==> config.mk <==
export PLATFORM = sky130hd
export DESIGN_NAME = burst_addr_seq
export DESIGN_NICKNAME = d
export VERILOG_FILES = /design/src/rtl/burst_seq_pkg.sv /design/src/rtl/burst_cmd_dec.sv /design/src/rtl/burst_beat_cnt.sv /design/src/rtl/burst_order_map.sv /design/src/rtl/burst_addr_seq.sv
export SDC_FILE = /design/constraint.sdc
export NUM_CORES = 1
export LEC_CHECK = 0
export ABC_AREA = 0
export BUFFER_PORTS_ARGS = -buffer_cell sky130_fd_sc_hd__buf_4
export CAP_MARGIN = 10
export CORE_MARGIN = 2
export CORE_UTILIZATION = 49
export CTS_CLUSTER_SIZE = 12
export DETAILED_ROUTE_END_ITERATION = 7
export PLACE_DENSITY = 0.89
export SETUP_SLACK_MARGIN = 0.3
export SLEW_MARGIN = 20
export SYNTH_ARGS = -nofsm -noshare
export SYNTH_HDL_FRONTEND = slang
export SYNTH_SLANG_ARGS = --single-unit
==> constraint.sdc <==
create_clock -name clk_i -period 1.45 [get_ports clk_i]
set_input_delay 0.29 -clock clk_i [delete_from_list [all_inputs] [get_ports clk_i]]
set_output_delay 0.29 -clock clk_i [all_outputs]
set_load 0.1 [all_outputs]
==> src/rtl/burst_seq_pkg.sv <==
package burst_seq_pkg;
  typedef enum logic {
    ORD_XOR = 1'b0,
    ORD_ADD = 1'b1
  } order_e;

  typedef enum logic [1:0] {
    ACT_HOLD = 2'd0,
    ACT_STEP = 2'd1,
    ACT_LOAD = 2'd2
  } act_e;
endpackage

==> src/rtl/burst_cmd_dec.sv <==
module burst_cmd_dec
  import burst_seq_pkg::*;
(
  input  logic cpu_strobe_i,
  input  logic ctl_strobe_i,
  input  logic chip_en_i,
  input  logic adv_i,
  output act_e act_o,
  output logic from_cpu_o
);
  logic cpu_ok;
  assign cpu_ok = cpu_strobe_i & chip_en_i;

  // processor-side strobe wins when both would load
  always_comb begin
    from_cpu_o = 1'b0;
    if (cpu_ok) begin
      act_o      = ACT_LOAD;
      from_cpu_o = 1'b1;
    end else if (ctl_strobe_i) begin
      act_o = ACT_LOAD;
    end else if (adv_i) begin
      act_o = ACT_STEP;
    end else begin
      act_o = ACT_HOLD;
    end
  end
endmodule

==> src/rtl/burst_beat_cnt.sv <==
module burst_beat_cnt
  import burst_seq_pkg::*;
#(
  parameter int BEAT_W = 2
) (
  input  logic              clk_i,
  input  logic              rst_ni,
  input  act_e              act_i,
  output logic [BEAT_W-1:0] cnt_o
);
  always_ff @(posedge clk_i or negedge rst_ni) begin
    if (!rst_ni) begin
      cnt_o <= '0;
    end else begin
      unique case (act_i)
        ACT_LOAD: cnt_o <= '0;
        ACT_STEP: cnt_o <= cnt_o + 1'b1;
        default:  cnt_o <= cnt_o;
      endcase
    end
  end
endmodule

==> src/rtl/burst_order_map.sv <==
module burst_order_map
  import burst_seq_pkg::*;
#(
  parameter int BEAT_W = 2
) (
  input  logic [BEAT_W-1:0] start_i,
  input  logic [BEAT_W-1:0] cnt_i,
  input  order_e            order_i,
  output logic [BEAT_W-1:0] low_o
);
  logic [BEAT_W-1:0] add_low;
  logic [BEAT_W-1:0] xor_low;

  // per-bit XOR map; add map wraps naturally at BEAT_W bits
  for (genvar b = 0; b < BEAT_W; b++) begin : g_xor
    assign xor_low[b] = start_i[b] ^ cnt_i[b];
  end
  assign add_low = start_i + cnt_i;

  assign low_o = (order_i == ORD_ADD) ? add_low : xor_low;
endmodule

==> src/rtl/burst_addr_seq.sv <==
module burst_addr_seq
  import burst_seq_pkg::*;
#(
  parameter int ADDR_W = 20,
  parameter int BEAT_W = 2
) (
  input  logic              clk_i,
  input  logic              rst_ni,
  input  logic              cpu_strobe_i,
  input  logic              ctl_strobe_i,
  input  logic              chip_en_i,
  input  logic              adv_i,
  input  logic              lin_mode_i,
  input  logic [ADDR_W-1:0] addr_i,
  output logic [ADDR_W-1:0] addr_o
);
  localparam int UP_W = ADDR_W - BEAT_W;

  act_e              act;
  logic              from_cpu;
  logic [BEAT_W-1:0] cnt;
  logic [BEAT_W-1:0] start_q;
  logic [UP_W-1:0]   upper_q;
  order_e            order_q;
  logic [BEAT_W-1:0] low;

  burst_cmd_dec u_dec (
    .cpu_strobe_i (cpu_strobe_i),
    .ctl_strobe_i (ctl_strobe_i),
    .chip_en_i    (chip_en_i),
    .adv_i        (adv_i),
    .act_o        (act),
    .from_cpu_o   (from_cpu)
  );

  burst_beat_cnt #(.BEAT_W(BEAT_W)) u_cnt (
    .clk_i  (clk_i),
    .rst_ni (rst_ni),
    .act_i  (act),
    .cnt_o  (cnt)
  );

  always_ff @(posedge clk_i or negedge rst_ni) begin
    if (!rst_ni) begin
      start_q <= '0;
      upper_q <= '0;
      order_q <= ORD_XOR;
    end else if (act == ACT_LOAD) begin
      start_q <= addr_i[BEAT_W-1:0];
      upper_q <= addr_i[ADDR_W-1:BEAT_W];
      order_q <= lin_mode_i ? ORD_ADD : ORD_XOR;
    end
  end

  burst_order_map #(.BEAT_W(BEAT_W)) u_map (
    .start_i (start_q),
    .cnt_i   (cnt),
    .order_i (order_q),
    .low_o   (low)
  );

  assign addr_o = {upper_q, low};

  logic unused_src;
  assign unused_src = from_cpu;
endmodule

==> metrics list, run 1 <==
- Status: did not finish
- Fail Step: global routing
- Tool error: [ERROR DPL-0033] detailed placement checks failed during check placement.
- Async set-reset flop share out of synthesis: 1.00
* H-tree Lvls: 1
- The clock passes through at most 2 buffers.
- Clock root buffer: clkbuf_4
- For this configuration, the core starts out at a cell density of 0.524.
- Worst endpoint from the post-global-route timing repair: addr_o[1]
* Detail Placement HPWL: ~1.6 mm
* Most instantiated cells after synthesis: dfrtp_1 (23), mux2_4 (20), nand2_1 (4)
- Count of pins on the block boundary: 47
- After the last repair the worst path ends at an output port.
- Pin count of the biggest net entering global routing: 24
* Total standard cell area after synthesis: 1030 µm²
- Yosys printed 0 warnings.
- The share of the Yosys chip area taken by registers is 0.560.
- Cells after synthesis: 63
* Dominant cell type by area after synthesis: dfrtp_1
- The synthesized design contains 0 enable-type register cells.
* Area after DPL: between 1500 and 2000 µm²
- dfrtp_1 is the most common cell in the netlist.
* Antenna violations before repair: 0
- Of the post-synthesis cell area, the dominant cell type holds 0.560.
* Post-Place Worst Slack: -0.0176 ns
- At the end of routability-driven placement, the weighted congestion stood at 0.676.
* Total CTS buffers: 3
- Most used flip-flop cell after synthesis: dfrtp_1
- The floorplan has 16 rows.
* Sinks on the clock net: 23
- Dividing the synthesized area by the synthesized cell count gives 16.3 µm².
* Count of different cell masters after synthesis: 15
- Net count after synthesis: 93
- Largest cells by area after synthesis: dfrtp_1 (56%), mux2_4 (29%), ha_1 (3.6%)
* Vertical die dimension: 49.8 µm
- The count of buffers added on input and output ports is 46.
- Chip width: 49.8 µm
- Synthesis inferred 23 register bits.
-- timing repair --
action | in CTS
setup buffers | 9
pin swaps | 1
endpoints found under the hold margin | 23
hold buffers | 1
setup endpoints to repair | 20
resized for setup | 61
-- stage by stage --
step	instances	TNS (ns)	hold slack, ns	util
floorplan	63	-0.0407	-0.00559	-
global placement	136	0	0.193	0.766
detailed placement	136	-0.0176	0.199	0.766
CTS	150	-0.259	0.191	0.951
-- cell families after synthesis --
| family | count (synthesis) | synth area share |
|---|---|---|
| DFF | 23 | 0.560 |
| muxes | 21 | 0.303 |
| and+or+nand+nor | 7 | 0.0377 |
| buffers and inverters | 4 | 0.0292 |
| AOI/OAI and AO/OA | 3 | 0.0170 |
| adders and majority gates | 3 | 0.0365 |
| xor gates and xnor gates | 2 | 0.0170 |
==> inputs of run 2 (changes only) <==
- CORE_AREA: not set -> 2 2 63 65
- CORE_MARGIN: 2 -> not set
- CORE_UTILIZATION: 49 -> not set
- CTS_CLUSTER_SIZE: 12 -> not set
- DIE_AREA: not set -> 0 0 65 67
- PLACE_DENSITY: 0.89 -> not set
- PLACE_DENSITY_LB_ADDON: not set -> 0.15
- SETUP_SLACK_MARGIN: 0.3 -> not set
==> run 2 against run 1 <==
The flow now finishes, with violations (negative setup slack); synthesized cell count unchanged; area after synthesis unchanged.
==> metrics list, run 2 <==
- The flow ran to the end, but the final reports show violations.
* Failing checks: negative setup slack
- Yosys printed 0 warnings.
- Aggregate global routing overflow: 0
- Core utilization of the finished layout: 0.438
- Slew HR: 0.802
- # diodes: 0
- Placed insts: between 150 and 200
- Worst path setup slack after routing: -0.132 ns
* Fraction of final layout cells sized beyond drive strength 1: 0.686
* Type of the worst setup path: register to output port
- Leading cell types in the layout, fill and taps excluded: buf_4 (50), dfrtp_1 (23), mux2_4 (20), nand2_1 (3), clkbuf_8 (3)
- Critical path depth: 3
- Post-Place Worst Slack: -0.126 ns
* Most used flip-flop cell after synthesis: dfrtp_1
- The library cell used most frequently in the layout, excluding fill and tap cells, is buf_4.
- Of the post-synthesis cell area, the dominant cell type holds 0.560.
- Vertical die dimension: 67 µm
- Average size of a mapped cell: 16.3 µm²
* # nets final: approximately 150
- Summing over every cut layer, the via total after detailed routing is 685.
* Pin count of the biggest net entering global routing: 24
- Largest cells by area after synthesis: dfrtp_1 (56%), mux2_4 (29%), ha_1 (3.6%)
- For the worst flop-to-flop path, the logic depth is 3.
- For the final database, setup skew stands at roughly 0.0015 ns.
- Counting flops per register, the top entry is upper_q.
- Part of the total power dissipated in combinational logic: 0.465
* Maximum cell stage delay along the critical path: 0.41 ns
- The internal power of the cells totals approximately 1.2 mW.
- After layout, the design draws a total of 2.19 mW.
- Dividing the final minimum period by the clock period gives 1.09.
- Setup repair after global routing could not meet its margin everywhere.
- The number of hold violations in the final report came to 0.
- STA puts the critical path data required time at 1.16 ns.
- Summed over all nets, the half-perimeter wirelength after detailed placement is approximately 1.5 mm.
- Most instantiated cells after synthesis: dfrtp_1 (23), mux2_4 (20), nand2_1 (4)
* Worst setup EP type: output port
- CTS Buffer Depth: 2
* Sinks on the clock net: 23
- Before antenna repair, the detailed router went through 3 iterations.
* All-layer global routing usage: 0.110
* Worst hold-check path type: input pin to register
* Vias in the first global route: between 700 and 800
- In the final layout, the registers with the most flip-flops are upper_q (18), start_q (2), u_cnt.cnt_o (2).
* Core footprint: 3610 µm²
- Number of failing setup endpoints in the final timing report: 1
- Total wire length after detailed routing: just over 2 mm
* GP Congestion: 0.649
- Sequential-to-total area share from yosys stat: 0.560
- FMAX: roughly 630 MHz
- H-tree Lvls: 1
- Count of port buffers added during placement: 46
- Area growth from synthesis to final layout: 53.5%
- The share of total power dissipated in the clock network is 0.184.
- The initial antenna violation count was 0.
- Fin Hold WS: roughly 0.25 ns
* Clock-pin transition on the worst setup and hold timing paths: 0.08 ns
- Net count after synthesis: a little over 90
- Least-Margin Pin Slew: 0.297 ns
- After routing the design area is approximately 1600 µm².
- For this design the static power due to leakage is 0.790 nW.
- Vias per std cell: 4.13
* Number of buffer and inverter instances along the worst setup path: 1
- Die Outline Area: 4360 µm²
* Startpoint type of the worst setup path: register
- In the post-synthesis netlist, the cell with the most instances is dfrtp_1.
- The floorplan has 22 rows.
- The register with the most flip-flops in the layout has 18 of them.
- Power per standard cell area: 1390 nW/µm²
- The count of cells in the finished layout, fillers not included, comes to 166.
- In this run the count of I/O pins placed on the die edge is 47.
- CTS placed an instance of clkbuf_8 at the clock tree root.
- Setup total negative slack: -0.132 ns
* Cell depth of the worst hold path: 2
- Across the run, the number of max-cap violations was 0.
- Cells after synthesis: between 60 and 70
- Counting flops and latches in the post-synthesis netlist gives 23.
- The analysis attributes to net switching a power of approximately 0.96 mW.
* Switching part of the total power: 0.436
- Area after DPL: approximately 1500 µm²
- After synthesis, the share of flip-flops with an asynchronous set or reset is 1.00.
* Count of different cell masters after synthesis: 15
- Total standard cell area after synthesis: 1030 µm²
- The die is 65 µm wide.
- Wire length of the first global-routing pass: 3.59 mm
- VDD sags by at most roughly 660 µV.
- The kind of cell with the highest combined delay along the critical path is XOR/XNOR gates.
* Minimum clock period: 1.58 ns
* Total CTS buffers: 3
* Reg power frac: 0.351
- DRC marker count from the first detailed-route iteration: 8
* Number of antenna-violating nets in the routed design: 0
- WL/cell: 12.5 µm
- The signal on the critical path passes through xor2_2 -> xnor2_4 -> buf_12.
- Initial Utilization: 0.285
- Highest-delay cell along the critical path: dfrtp_1
* Post-synth EDFFs: 0
* Clock latency on the worst-skew pair: 0.27 ns
* Final Slew Violations: 0
* Dominant cell type by area after synthesis: dfrtp_1
- In this run the worst path has a maximum fanout of 2.
- Drt drc: 0
- TritonCTS built the clock tree.
- Data arrival time of the critical path: 1.29 ns
run 2: metal layers:
layer  routed length (µm)  up-vias  share of wire  GRT usage
li1                     -      326              -          -
met1                  884      319           0.43      0.130
met2                  966       35           0.47      0.183
met3                  181        5          0.087     0.0338
met4                   36        0          0.017     0.0479
met5                    0        -              0          0
run 2: final cells by class:
| class | count | area (µm²) |
|---|---|---|
| inverter | 2 | 7.51 |
| fill | 346 | 2030 |
| clock inverter | 1 | 5.00 |
| clock buffer | 3 | 41.3 |
| tap | 48 | 60.1 |
| multi-input combinational | 36 | 464 |
| sequential | 23 | 576 |
| timing repair buffer | 53 | 425 |
run 2: final timing paths:
| kind | startpoint | end | slack, ns |
|---|---|---|---|
| max in group asynchronous | rst_ni | upper_q[4] | 0.77 |
| min | addr_i[2] | upper_q[0] | 0.25 |
| max | start_q[1] | addr_o[1] | -0.13 |
| max reg2reg | u_cnt.cnt_o[0] | u_cnt.cnt_o[1] | 0.50 |
| min in group asynchronous | rst_ni | upper_q[5] | 0.45 |
| min reg2reg | upper_q[6] | upper_q[6] | 0.51 |
run 2: logic make-up (layout without fill, tap and decap cells):
group	count (synthesis)	after routing	synth area share
compound gates	3	3	0.0170
flops	23	23	0.560
mux	21	21	0.303
simple gates	7	7	0.0377
xor+xnor	2	2	0.0170
fa+ha+maj	3	3	0.0365
buf+inv	4	59	0.0292
run 2: power groups by stage:
stage | registers (mW) | clock network (mW) | logic (mW)
floorplan | 1.26 | 0 | 0.274
global placement | 0.776 | 0 | 0.971
detailed placement | 0.776 | 0 | 0.977
CTS | 0.770 | 0.430 | 1.02
global route | 0.780 | 0.450 | 1.05
finish | 0.769 | 0.403 | 1.02
run 2: timing repair:
action,CTS,global route
hold endpoints to repair,23,0
hold buffers,1,0
gates resized for setup,8,0
pin swaps,1,1
setup endpoints to repair,2,2
buffers inserted,1,1
run 2: worst reg2reg max path, cell delays in order, from the launching register on:
cell	delay [ns]
dfrtp_1	0.41
buf_4	0.15
nand2b_1	0.16
o211ai_1	0.15
Note: power is estimated with default switching activity, not from simulation.
